**config.mk**
```make
export PLATFORM = sky130hd
export DESIGN_NAME = tuple_walker
export DESIGN_NICKNAME = d
export VERILOG_FILES = /design/src/rtl/twalk_pkg.sv /design/src/rtl/tw_addr_step.sv /design/src/rtl/tw_visit_guard.sv /design/src/rtl/tw_dest_collect.sv /design/src/rtl/tuple_walker.sv
export SDC_FILE = /design/constraint.sdc
export NUM_CORES = 1
export LEC_CHECK = 0
export BUFFER_PORTS_ARGS = -buffer_cell sky130_fd_sc_hd__buf_2
export CAP_MARGIN = 20
export CORE_AREA = 2 2 89 100
export DETAILED_ROUTE_END_ITERATION = 6
export DIE_AREA = 0 0 91 102
export GPL_TIMING_DRIVEN = 0
export HOLD_SLACK_MARGIN = 0.12
export PLACE_DENSITY = 0.79
export SLEW_MARGIN = 20
export SYNTH_ARGS = -nofsm -noshare
export SYNTH_HDL_FRONTEND = slang
export SYNTH_SLANG_ARGS = --single-unit
```
**constraint.sdc**
```tcl
create_clock -name clk -period 4.1 [get_ports clk]
set_input_delay 0.615 -clock clk [delete_from_list [all_inputs] [get_ports clk]]
set_output_delay 0.615 -clock clk [all_outputs]
set_load 0.005 [all_outputs]
```
**src/rtl/twalk_pkg.sv**
```systemverilog
package twalk_pkg;

  // tuple codes whose values the walker acts on
  localparam logic [7:0] TC_NULL     = 8'h00;
  localparam logic [7:0] TC_LL_ATTR  = 8'h11;
  localparam logic [7:0] TC_LL_COM   = 8'h12;
  localparam logic [7:0] TC_TARGET   = 8'h13;
  localparam logic [7:0] TC_NOLINK   = 8'h14;
  localparam logic [7:0] TC_END      = 8'hFF;
  localparam logic [7:0] LINK_END    = 8'hFF;

  typedef enum logic [2:0] {
    ST_IDLE,
    ST_CODE,
    ST_LINK,
    ST_SEND,
    ST_DEST
  } walk_state_e;

endpackage

```
**src/rtl/tw_addr_step.sv**
```systemverilog
// Adds a byte offset to a tuple base: doubled in attribute space, plain in common space.
module tw_addr_step #(
  parameter int AW = 16
) (
  input  logic [AW-1:0] base,
  input  logic          is_common,
  input  logic [8:0]    off,
  output logic [AW-1:0] addr
);
  logic [9:0] scaled;

  assign scaled = is_common ? {1'b0, off} : {off, 1'b0};
  assign addr   = base + AW'(scaled);
endmodule

```
**src/rtl/tw_visit_guard.sv**
```systemverilog
// Counts code bytes consumed in one walk and flags when the budget is spent.
module tw_visit_guard #(
  parameter int MAX_TUPLES = 256
) (
  input  logic clk,
  input  logic rst_n,
  input  logic clear,
  input  logic bump,
  output logic at_limit
);
  localparam int CW = $clog2(MAX_TUPLES + 1);

  logic [CW-1:0] cnt;

  assign at_limit = (cnt == CW'(MAX_TUPLES));

  always_ff @(posedge clk or negedge rst_n) begin
    if (!rst_n)                cnt <= '0;
    else if (clear)            cnt <= '0;
    else if (bump && !at_limit) cnt <= cnt + 1'b1;
  end
endmodule

```
**src/rtl/tw_dest_collect.sv**
```systemverilog
// Gathers the little-endian destination bytes of a long-link tuple.
module tw_dest_collect #(
  parameter int AW = 16,
  localparam int DB = (AW + 7) / 8,
  localparam int IW = (DB > 1) ? $clog2(DB) : 1
) (
  input  logic          clk,
  input  logic          rst_n,
  input  logic          wr_en,
  input  logic [IW-1:0] idx,
  input  logic [7:0]    byte_in,
  output logic [AW-1:0] dest
);
  logic [DB*8-1:0] raw;

  always_ff @(posedge clk or negedge rst_n) begin
    if (!rst_n) begin
      raw <= '0;
    end else if (wr_en) begin
      for (int i = 0; i < DB; i++) begin
        if (idx == IW'(i)) raw[i*8 +: 8] <= byte_in;
      end
    end
  end

  assign dest = raw[AW-1:0];
endmodule

```
**src/rtl/tuple_walker.sv**
```systemverilog
module tuple_walker
  import twalk_pkg::*;
#(
  parameter int AW         = 16,
  parameter int MAX_TUPLES = 256
) (
  input  logic          clk,
  input  logic          rst_n,
  input  logic          start,
  output logic          busy,
  output logic          done,
  output logic          link_err,
  output logic          limit_err,
  output logic          rd_req_valid,
  output logic [AW-1:0] rd_req_addr,
  output logic          rd_req_common,
  input  logic          rd_rsp_valid,
  input  logic [7:0]    rd_rsp_data,
  output logic          tup_valid,
  input  logic          tup_ready,
  output logic [7:0]    tup_code,
  output logic [7:0]    tup_link,
  output logic [AW-1:0] tup_addr,
  output logic          tup_common
);
  localparam int DB = (AW + 7) / 8;
  localparam int IW = (DB > 1) ? $clog2(DB) : 1;

  walk_state_e   st;
  logic [AW-1:0] cur_addr;
  logic          cur_common;
  logic [7:0]    code_q;
  logic [7:0]    link_q;
  logic          saw_nolink;
  logic          saw_ll;
  logic          ll_common;
  logic          expect_target;
  logic          jump_explicit;
  logic [IW-1:0] dest_idx;
  logic          done_q, link_err_q, limit_err_q;

  logic          rsp_take;
  logic [8:0]    rd_off, nxt_off;
  logic [AW-1:0] rd_addr, nxt_addr;
  logic [AW-1:0] dest_raw, dest_eff;
  logic          at_limit;
  logic          target_miss;
  logic          chain_end;
  logic          is_ll;

  assign rsp_take = rd_req_valid && rd_rsp_valid;
  assign is_ll    = (code_q == TC_LL_ATTR) || (code_q == TC_LL_COM);

  always_comb begin
    case (st)
      ST_LINK: rd_off = 9'd1;
      ST_DEST: rd_off = 9'd2 + 9'(dest_idx);
      default: rd_off = 9'd0;
    endcase
  end

  // in the code phase only a null tuple advances: one byte position
  assign nxt_off = (st == ST_CODE) ? 9'd1 : 9'd2 + {1'b0, link_q};

  tw_addr_step #(.AW(AW)) u_rd_step (
    .base(cur_addr), .is_common(cur_common), .off(rd_off), .addr(rd_addr)
  );

  tw_addr_step #(.AW(AW)) u_nxt_step (
    .base(cur_addr), .is_common(cur_common), .off(nxt_off), .addr(nxt_addr)
  );

  tw_visit_guard #(.MAX_TUPLES(MAX_TUPLES)) u_guard (
    .clk(clk), .rst_n(rst_n),
    .clear(st == ST_IDLE && start),
    .bump(st == ST_CODE && rsp_take),
    .at_limit(at_limit)
  );

  tw_dest_collect #(.AW(AW)) u_dest (
    .clk(clk), .rst_n(rst_n),
    .wr_en(st == ST_DEST && rsp_take),
    .idx(dest_idx), .byte_in(rd_rsp_data), .dest(dest_raw)
  );

  assign dest_eff = ll_common ? dest_raw : {dest_raw[AW-1:1], 1'b0};

  assign target_miss = expect_target && (rd_rsp_data != TC_TARGET);

  assign chain_end =
      (st == ST_CODE && rsp_take && !at_limit && !target_miss && rd_rsp_data == TC_END) ||
      (st == ST_LINK && rsp_take && rd_rsp_data == LINK_END);

  always_ff @(posedge clk or negedge rst_n) begin
    if (!rst_n) begin
      st            <= ST_IDLE;
      cur_addr      <= '0;
      cur_common    <= 1'b0;
      code_q        <= '0;
      link_q        <= '0;
      saw_nolink    <= 1'b0;
      saw_ll        <= 1'b0;
      ll_common     <= 1'b0;
      expect_target <= 1'b0;
      jump_explicit <= 1'b0;
      dest_idx      <= '0;
      done_q        <= 1'b0;
      link_err_q    <= 1'b0;
      limit_err_q   <= 1'b0;
    end else begin
      case (st)
        ST_IDLE: begin
          if (start) begin
            st            <= ST_CODE;
            cur_addr      <= '0;
            cur_common    <= 1'b0;
            saw_nolink    <= 1'b0;
            saw_ll        <= 1'b0;
            expect_target <= 1'b0;
            jump_explicit <= 1'b0;
            done_q        <= 1'b0;
            link_err_q    <= 1'b0;
            limit_err_q   <= 1'b0;
          end
        end
        ST_CODE: begin
          if (rsp_take) begin
            if (at_limit) begin
              limit_err_q <= 1'b1;
              done_q      <= 1'b1;
              st          <= ST_IDLE;
            end else if (target_miss) begin
              link_err_q <= jump_explicit;
              done_q     <= 1'b1;
              st         <= ST_IDLE;
            end else begin
              expect_target <= 1'b0;
              code_q        <= rd_rsp_data;
              if (rd_rsp_data == TC_NULL) cur_addr <= nxt_addr;
              else if (rd_rsp_data != TC_END) st <= ST_LINK;
            end
          end
        end
        ST_LINK: begin
          if (rsp_take) begin
            link_q <= rd_rsp_data;
            if (rd_rsp_data != LINK_END) st <= ST_SEND;
          end
        end
        ST_SEND: begin
          if (tup_ready) begin
            if (code_q == TC_NOLINK) saw_nolink <= 1'b1;
            if (is_ll) begin
              saw_ll    <= 1'b1;
              ll_common <= (code_q == TC_LL_COM);
              dest_idx  <= '0;
              st        <= ST_DEST;
            end else begin
              cur_addr <= nxt_addr;
              st       <= ST_CODE;
            end
          end
        end
        ST_DEST: begin
          if (rsp_take) begin
            if (dest_idx == IW'(DB - 1)) begin
              cur_addr <= nxt_addr;
              st       <= ST_CODE;
            end else begin
              dest_idx <= dest_idx + 1'b1;
            end
          end
        end
        default: st <= ST_IDLE;
      endcase

      // end of one chain: finish, follow the long link, or take the implied jump
      if (chain_end) begin
        if (!saw_nolink && saw_ll) begin
          cur_addr      <= dest_eff;
          cur_common    <= ll_common;
          expect_target <= 1'b1;
          jump_explicit <= 1'b1;
          saw_ll        <= 1'b0;
          st            <= ST_CODE;
        end else if (!saw_nolink && !cur_common) begin
          cur_addr      <= '0;
          cur_common    <= 1'b1;
          expect_target <= 1'b1;
          jump_explicit <= 1'b0;
          st            <= ST_CODE;
        end else begin
          done_q <= 1'b1;
          st     <= ST_IDLE;
        end
      end
    end
  end

  assign busy          = (st != ST_IDLE);
  assign done          = done_q;
  assign link_err      = link_err_q;
  assign limit_err     = limit_err_q;
  assign rd_req_valid  = (st == ST_CODE) || (st == ST_LINK) || (st == ST_DEST);
  assign rd_req_addr   = rd_addr;
  assign rd_req_common = cur_common;
  assign tup_valid     = (st == ST_SEND);
  assign tup_code      = code_q;
  assign tup_link      = link_q;
  assign tup_addr      = cur_addr;
  assign tup_common    = cur_common;
endmodule

```
==> implementation parameters, run 1 <==
Parameter                              Value

Outcome
  Run status ... finished with violations
  Violated checks ... DRC

Yosys
  Main area contributors after synthesis ... sky130_fd_sc_hd__dfrtp_1, sky130_fd_sc_hd__mux2_2, sky130_fd_sc_hd__ha_1
  Yosys Warn Count ... 0
  Biggest area consumer among synthesized cells ... sky130_fd_sc_hd__dfrtp_1
  Top cell type's share of synthesized area ... 37.5%
  Number of distinct library cell variants in the gate-level netlist after synthesis ... 70
  Most instantiated flip-flop cell in the synthesis netlist ... sky130_fd_sc_hd__dfrtp_1
  Async set or reset register ratio after synthesis ... 100%
  Post-synthesis register bit count ... 70
  Most instantiated library cell after synthesis ... sky130_fd_sc_hd__dfrtp_1
  Sequential-to-total area share from yosys stat ... 37.5%
  Number of flops mapped to enable cells by yosys ... 0
  Net count after synthesis ... 535
  Netlist Area Pre-Place ... 4680 um^2
  Synthesized area per cell ... 9.28 um^2
  Leading post-synthesis cells by instance count ... sky130_fd_sc_hd__dfrtp_1, sky130_fd_sc_hd__nor2_1, sky130_fd_sc_hd__nand2_1
  Mapped Cells ... 504

GRT
  Total Routing Usage GR ... 28.8%
  Leftover overflow at the end of global routing ... 0
  Global-route wire length before repair ... 21000 um
  Antenna violations before repair ... 0
  Via count of the first global-routing pass ... 4097
  Largest net degree at the start of global routing ... 45

Floorplan
  Die Span X ... 91 um
  I/O pin cnt ... 69
  Height of the die ... 102 um
  Std cell rows ... 35
  Area enclosed by the die boundary ... 9280 um^2
  Core outline area ... 8230 um^2
  Initial core utilization ... 56.8%

STA
  Worst Slack Setup Final ... 0.216 ns
  Unrepaired setup endpoints after global routing ... no
  Setup violators final ... 0
  Worst Clk Skew ... 0.0118 ns
  Aggregate negative setup slack ... 0 ns
  Final max-slew violation count ... 0
  Number of hold-slack violations in the final timing report ... 0
  Max transition margin ... 44.1%
  Maximum frequency from static timing analysis ... 257 MHz
  Measured slew at the worst slew-check pin ... 0.827 ns
  Min cycle time layout ... 3.88 ns
  Final critical-path share of the clock period ... 94.7%
  Final hold slack ... 0.159 ns

Detailed routing
  Post-detailed-route count of antenna-violating nets ... 0
  1st-pass router iterations ... 7
  Avg WL per Cell ... 19.1 um
  Total detailed-routing wirelength ... 13300 um
  DR vias ... 4511
  Number of vias per cell after detailed routing ... 6.45
  Violation count after the first detailed-routing iteration ... 514
  # DRC ... 2

Setup path
  CP endpoint kind ... flop
  Start point of the critical path ... st[0]
  Endpoint of the worst setup timing path ... tup_addr[15]
  Arrival time of data at the critical path endpoint ... 4.19 ns
  Critical Path Fanout Max ... 10
  Terminus of the critical flop-to-flop path ... tup_addr[15]
  Critical setup path kind ... reg2reg
  Data required, critical path ... 4.41 ns
  R2R cell count ... 12
  Startpoint kind of the worst setup timing path ... flop
  Setup slack on the worst flop-to-flop path ... 0.22 ns
  Worst R2R Start ... st[0]

Power and ir drop
  Power Dens Cells ... 654 nW/um^2
  Worst voltage drop across the vdd grid ... 0.000374 V
  Leakage ... 2.56 nW

Layout
  Number of nets in the finished design ... 614
  Fillers ... 709
  Share of final-layout standard cells stronger than drive strength 1 ... 23.6%
  Area growth syn-to-layout ... 15.7%
  Post-route core utilization ... 65.7%
  N_diodes ... 0

Placed design
  Number of buffers inserted by port buffering ... 67
  HPWL after detailed placement ... 9860 um
  Gp weighted congestion ... 0.969
  Post-Place Worst Slack ... 0.0829 ns

CTS
  CTS clock-pin slew for the worst setup and hold paths ... 0.08 ns
  CTS root buffer ... sky130_fd_sc_hd__clkbuf_8
  TritonCTS clock tree ... yes
  Clk Latency, worst-skew pair ... 0.36 ns
  H-tree levels ... 3
  Number of buffers created by CTS ... 9
  Buffer depth of the longest clock path ... 2
  Hold Buf Count CTS ... 0
  Buffers inserted during post-CTS setup optimization ... 0
  Sinks on Clock Net ... 70

Worst hold path
  Type of the most critical hold path ... in2async

Run
  Maximum Capacitance Violations ... 0
[layer usage]
layer	vias to the layer above	global-route usage (%)	routed length (um)
li1	2036	-	-
met1	2163	37.4	5510
met2	253	47.0	6220
met3	59	4.50	971
met4	0	15.5	636
met5	-	0	0
[cells by family (layout without fill, tap and decap cells)]
kind of cell / count (synthesis) / in the layout / synth area share (%)
muxes: 35 / 35 / 8.35
AOI/OAI and AO/OA: 123 / 123 / 19.7
xor gates and xnor gates: 31 / 31 / 5.81
DFF: 70 / 70 / 37.5
and+or+nand+nor: 187 / 187 / 20.2
buffers and inverters: 40 / 124 / 3.37
adders and majority gates: 18 / 18 / 5.14
[worst min-delay path by stage]
| stage | from | end | cells after the start |
|---|---|---|---|
| floorplan | rst_n | dest_idx | 0 |
| global placement | u_dest.dest[2] | tup_addr[2] | 2 |
| CTS | rst_n | u_guard.cnt[7] | 1 |
| detailed placement | u_dest.dest[12] | tup_addr[12] | 1 |
| finish | rst_n | u_guard.cnt[2] | 1 |
| global route | rst_n | u_guard.cnt[7] | 1 |
[registers in the layout (all words and copies together) (netlist names), 3 cells and up]
name,flops
st,3
tup_link,8
tup_addr,16
u_guard.cnt,9
tup_code,8
u_dest.dest,16
[critical path, stage by stage (launching register included)]
cell	delay [ns]
sky130_fd_sc_hd__dfrtp_1	0.36
sky130_fd_sc_hd__clkbuf_1	0.36
sky130_fd_sc_hd__nor3b_1	0.43
sky130_fd_sc_hd__clkbuf_2	0.33
sky130_fd_sc_hd__nor2_1	0.09
sky130_fd_sc_hd__a21boi_0	0.30
sky130_fd_sc_hd__ha_1	0.31
sky130_fd_sc_hd__a211oi_1	0.38
sky130_fd_sc_hd__o21ai_0	0.27
sky130_fd_sc_hd__a31oi_1	0.50
sky130_fd_sc_hd__o21ai_0	0.18
sky130_fd_sc_hd__a21oi_1	0.20
sky130_fd_sc_hd__a211o_1	0.13
[report_power, final]
group / leakage (nW) / switching [mW] / internal, mW
combinational: 1.54 / 1.05 / 0.766
sequential: 0.914 / 0.218 / 0.855
clock: 0.110 / 0.288 / 0.361
[stage by stage]
step | area, um^2 | instances | total power [mW]
floorplan | 4680 | 504 | 2.28
global placement | 5150 | 682 | 2.77
detailed placement | 5170 | 683 | 2.84
CTS | 5400 | 699 | 3.49
global route | 5410 | 699 | 3.76
finish | 5410 | 699 | 3.54
[cell type report]
class	instances	area [um^2]	share of cell area [%]
Buffer	22	96.3	1.78
Clock buffer	11	141	2.61
Clock inverter	5	81.3	1.50
Inverter	18	67.6	1.25
Multi-Input combinational cell	394	2770	51.3
Sequential cell	70	1750	32.4
Tap cell	111	139	2.57
Timing Repair Buffer	68	358	6.62
[cells in the final DEF, fill, tap and decap left out, drive strengths merged, types with 5 or more instances in the layout]
master,n
buf,73
nand2,39
a31oi,7
xor2,17
nand4,6
ha,16
xnor2,14
a211oi,5
a21oi,15
nand2b,5
a41oi,6
dfrtp,70
a221o,7
clkbuf,28
o21a,6
o211ai,6
inv,19
nor2,53
and3,10
o21ai,27
a21o,5
mux2,32
nor3,18
nand3,23
nor2b,5
[repair_timing]
action                                  in CTS  in global routing
endpoints found under the setup margin       0                 16
gates resized for setup                      0                 11
endpoints found under the hold margin        0                  0
(Power assumes the default switching activity.)
==> run 2: changes to the inputs <==
--- a/config.mk
+++ b/config.mk
@@ -5,14 +5,15 @@
 export SDC_FILE = /design/constraint.sdc
 export NUM_CORES = 1
 export LEC_CHECK = 0
+export ABC_AREA = 1
 export BUFFER_PORTS_ARGS = -buffer_cell sky130_fd_sc_hd__buf_2
 export CAP_MARGIN = 20
-export CORE_AREA = 2 2 89 100
+export CORE_AREA = 2 2 95 106
 export DETAILED_ROUTE_END_ITERATION = 6
-export DIE_AREA = 0 0 91 102
+export DIE_AREA = 0 0 97 108
 export GPL_TIMING_DRIVEN = 0
 export HOLD_SLACK_MARGIN = 0.12
-export PLACE_DENSITY = 0.79
+export PLACE_DENSITY = 0.76
 export SLEW_MARGIN = 20
 export SYNTH_ARGS = -nofsm -noshare
 export SYNTH_HDL_FRONTEND = slang
==> constraint.sdc (replaced) <==
create_clock -name clk -period 3.4 [get_ports clk]
set_input_delay 0.51 -clock clk [delete_from_list [all_inputs] [get_ports clk]]
set_output_delay 0.51 -clock clk [all_outputs]
set_load 0.005 [all_outputs]
==> run 2 against run 1 <==
  * The run ends with setup timing left
  * Power rose by 35%
  * Sequential power grew 26%
  * Non-clock buffer count rose by 16
  * Combinational power is 49% higher
  * Critical path type is now reg2out
==> implementation parameters, run 2 <==
Parameter                              Value

Outcome
  Run status ... finished with violations
  Violated checks ... setup timing

STA
  Unrepaired setup endpoints after global routing ... yes
  Final max-slew violation count ... 0 (unchanged)
  Aggregate negative setup slack ... -0.100 ns (-0.100 ns)
  Worst Clk Skew ... 0.00897 ns (-0.00285 ns)
  Max transition margin ... 57.3% (+13 points)
  Measured slew at the worst slew-check pin ... 0.636 ns (-0.191 ns)
  Maximum frequency from static timing analysis ... 291 MHz
  Final critical-path share of the clock period ... 101%
  Number of hold-slack violations in the final timing report ... 0 (unchanged)
  Setup violators final ... 3 (+3)
  Worst Slack Setup Final ... -0.0400 ns (-0.256 ns)
  Min cycle time layout ... 3.44 ns

CTS
  Buffer depth of the longest clock path ... 2 (unchanged)
  Number of buffers created by CTS ... 9 (unchanged)
  CTS clock-pin slew for the worst setup and hold paths ... 0.08 ns (about the same)
  CTS root buffer ... sky130_fd_sc_hd__clkbuf_8
  H-tree levels ... 3 (unchanged)
  Clk Latency, worst-skew pair ... 0.36 ns (about the same)
  Sinks on Clock Net ... 70 (unchanged)
  TritonCTS clock tree ... yes

Layout
  Number of nets in the finished design ... 829 (+35%)
  N_diodes ... 0 (unchanged)
  Fillers ... 843 (+19%)
  Final Instance Count excl. Fillers ... 919 (+31%)
  Most frequent cells in the layout ... sky130_fd_sc_hd__nand2_1, sky130_fd_sc_hd__inv_1, sky130_fd_sc_hd__buf_2, sky130_fd_sc_hd__dfrtp_1, sky130_fd_sc_hd__nor2_1
  Finished Cell Area ... 5890 um^2 (+8.8%)
  Area growth syn-to-layout ... 21.5%
  Share of final-layout standard cells stronger than drive strength 1 ... 24.7% (+1.0 points)
  Leading cell type in the layout, fill and taps excluded ... sky130_fd_sc_hd__nand2_1

Detailed routing
  1st-pass router iterations ... 5 (-2)
  DR vias ... 5034 (+12%)
  Violation count after the first detailed-routing iteration ... 403 (-22%)
  # DRC ... 0 (-2)
  Post-detailed-route count of antenna-violating nets ... 0 (unchanged)
  Total detailed-routing wirelength ... 14500 um (+8.4%)
  Number of vias per cell after detailed routing ... 5.48 (-15%)
  Avg WL per Cell ... 15.7 um (-18%)

Yosys
  Synthesized area per cell ... 6.98 um^2 (-25%)
  Number of flops mapped to enable cells by yosys ... 0 (unchanged)
  Yosys Warn Count ... 0 (unchanged)
  Most instantiated flip-flop cell in the synthesis netlist ... sky130_fd_sc_hd__dfrtp_1
  Number of distinct library cell variants in the gate-level netlist after synthesis ... 43 (-39%)
  Post-synthesis register bit count ... 70 (unchanged)
  Netlist Area Pre-Place ... 4840 um^2 (+3.6%)
  Biggest area consumer among synthesized cells ... sky130_fd_sc_hd__dfrtp_1
  Leading post-synthesis cells by instance count ... sky130_fd_sc_hd__nand2_1, sky130_fd_sc_hd__inv_1, sky130_fd_sc_hd__dfrtp_1
  Most instantiated library cell after synthesis ... sky130_fd_sc_hd__nand2_1
  Top cell type's share of synthesized area ... 36.2% (-1.3 points)
  Net count after synthesis ... 725 (+36%)
  Async set or reset register ratio after synthesis ... 100% (unchanged)
  Main area contributors after synthesis ... sky130_fd_sc_hd__dfrtp_1, sky130_fd_sc_hd__nand2_1, sky130_fd_sc_hd__o21ai_0
  Sequential-to-total area share from yosys stat ... 36.2% (-1.3 points)
  Mapped Cells ... 694 (+38%)

Setup path
  Startpoint kind of the worst setup timing path ... flop
  Data required, critical path ... 2.89 ns (-1.52 ns)
  Critical Path Fanout Max ... 3 (-7)
  Arrival time of data at the critical path endpoint ... 2.93 ns (-1.26 ns)
  CP endpoint kind ... primary output
  Critical setup path kind ... reg2out

Floorplan
  Std cell rows ... 37 (+5.7%)
  Die Span X ... 97 um (+6.6%)
  Area enclosed by the die boundary ... 10500 um^2 (+13%)
  I/O pin cnt ... 69 (unchanged)
  Core outline area ... 9310 um^2 (+13%)
  Initial core utilization ... 52.1% (-4.7 points)
  Height of the die ... 108 um (+5.9%)

Placed design
  Post-place instance area ... 5360 um^2 (+3.6%)
  Number of buffers inserted by port buffering ... 68 (+1.5%)
  Placed Instances ... 880 (+29%)
  HPWL after detailed placement ... 11000 um (+12%)
  Post-Place Worst Slack ... -0.0613 ns (-0.144 ns)
  Gp weighted congestion ... 0.952 (-1.8%)

GRT
  Via count of the first global-routing pass ... 4701 (+15%)
  Total Routing Usage GR ... 28.4% (-0.44 points)
  Leftover overflow at the end of global routing ... 0 (unchanged)
  Largest net degree at the start of global routing ... 56 (+24%)
  Antenna violations before repair ... 0 (unchanged)
  Global-route wire length before repair ... 23600 um (+12%)

Run
  Maximum Capacitance Violations ... 0 (unchanged)

Worst hold path
  Type of the most critical hold path ... in2reg

Power and ir drop
  Worst voltage drop across the vdd grid ... 0.000413 V (+10%)
  Leakage ... 3.10 nW (+21%)
  Power Dens Cells ... 809 nW/um^2 (+24%)
run 2: metrics by stage:
stage          hold WS (ns)  total power, mW  utilization, %
2_1_floorplan         0.214             3.08               -
3_3_place_gp          0.475             3.83            57.3
3_5_place_dp          0.403             3.91            57.6
6_report              0.412             4.76            63.3
5_1_grt               0.436             5.19            63.3
4_1_cts               0.410             4.68            61.9
run 2: repair_timing:
item | in CTS | in global routing
endpoints found under the hold margin | 15 | 0
endpoints found under the setup margin | 8 | 9
gates resized for setup | 26 | 17
hold buffers | 1 | 0
pin swaps | 8 | 17
buffers inserted | 16 | 8
run 2: worst paths after layout:
check,from,endpoint,slack (ns),depth (start not counted)
max,st[1],rd_req_addr[14],-0.04,16
min,rd_rsp_data[1],tup_link[1],0.41,3
max reg2reg,st[0],tup_addr[6],0.25,15
min reg2reg,u_dest.dest[12],tup_addr[12],0.50,2
max in group asynchronous,rst_n,tup_addr[11],2.29,3
min in group asynchronous,rst_n,u_guard.cnt[3],0.57,2
run 2: critical path, stage by stage, from the launching register on:
cell and delay [ns]:
sky130_fd_sc_hd__dfrtp_1 0.43, sky130_fd_sc_hd__nor2_4 0.15, sky130_fd_sc_hd__nand2_4 0.06, sky130_fd_sc_hd__o21ai_2 0.14
sky130_fd_sc_hd__inv_1 0.05, sky130_fd_sc_hd__nor2_1 0.10, sky130_fd_sc_hd__ha_2 0.20, sky130_fd_sc_hd__fa_2 0.23
sky130_fd_sc_hd__a21oi_4 0.07, sky130_fd_sc_hd__nor2_2 0.14, sky130_fd_sc_hd__nand2_2 0.10, sky130_fd_sc_hd__nor2_4 0.12
sky130_fd_sc_hd__nand3_2 0.09, sky130_fd_sc_hd__or2_4 0.28, sky130_fd_sc_hd__nor2_4 0.13, sky130_fd_sc_hd__xor2_1 0.14
sky130_fd_sc_hd__buf_2 0.13
run 2: report_power, final:
| group | switching, mW | total [mW] | internal [mW] | leakage [nW] |
|---|---|---|---|---|
| combinational | 1.69 | 2.71 | 1.03 | 2.11 |
| sequential | 0.284 | 1.35 | 1.07 | 0.897 |
| clock | 0.341 | 0.697 | 0.356 | 0.0948 |
run 2: cell families (layout without fill, tap and decap cells):
family | after synthesis | after routing | synth area share [%]
buf+inv | 104 | 212 | 8.89
flops | 70 | 70 | 36.2
simple gates | 365 | 365 | 33.0
xor+xnor | 18 | 18 | 3.25
fa+ha+maj | 18 | 18 | 4.96
compound gates | 119 | 119 | 13.7
run 2: layout make-up:
class,count,area [um^2],area share (%)
sequential,70,1760,29.8
multi-input combinational,520,2790,47.4
tap,117,146,2.49
buffer,12,90.1,1.53
timing repair buffer,94,561,9.52
inverter,91,347,5.89
clock inverter,5,58.8,0.999
clock buffer,10,138,2.34
run 2: layer usage:
layer	track usage [%]	vias up	routed length [um]
li1	-	2442	-
met1	39.2	2359	6210
met2	46.0	197	6920
met3	2.91	36	943
met4	12.2	0	386
met5	0	-	0
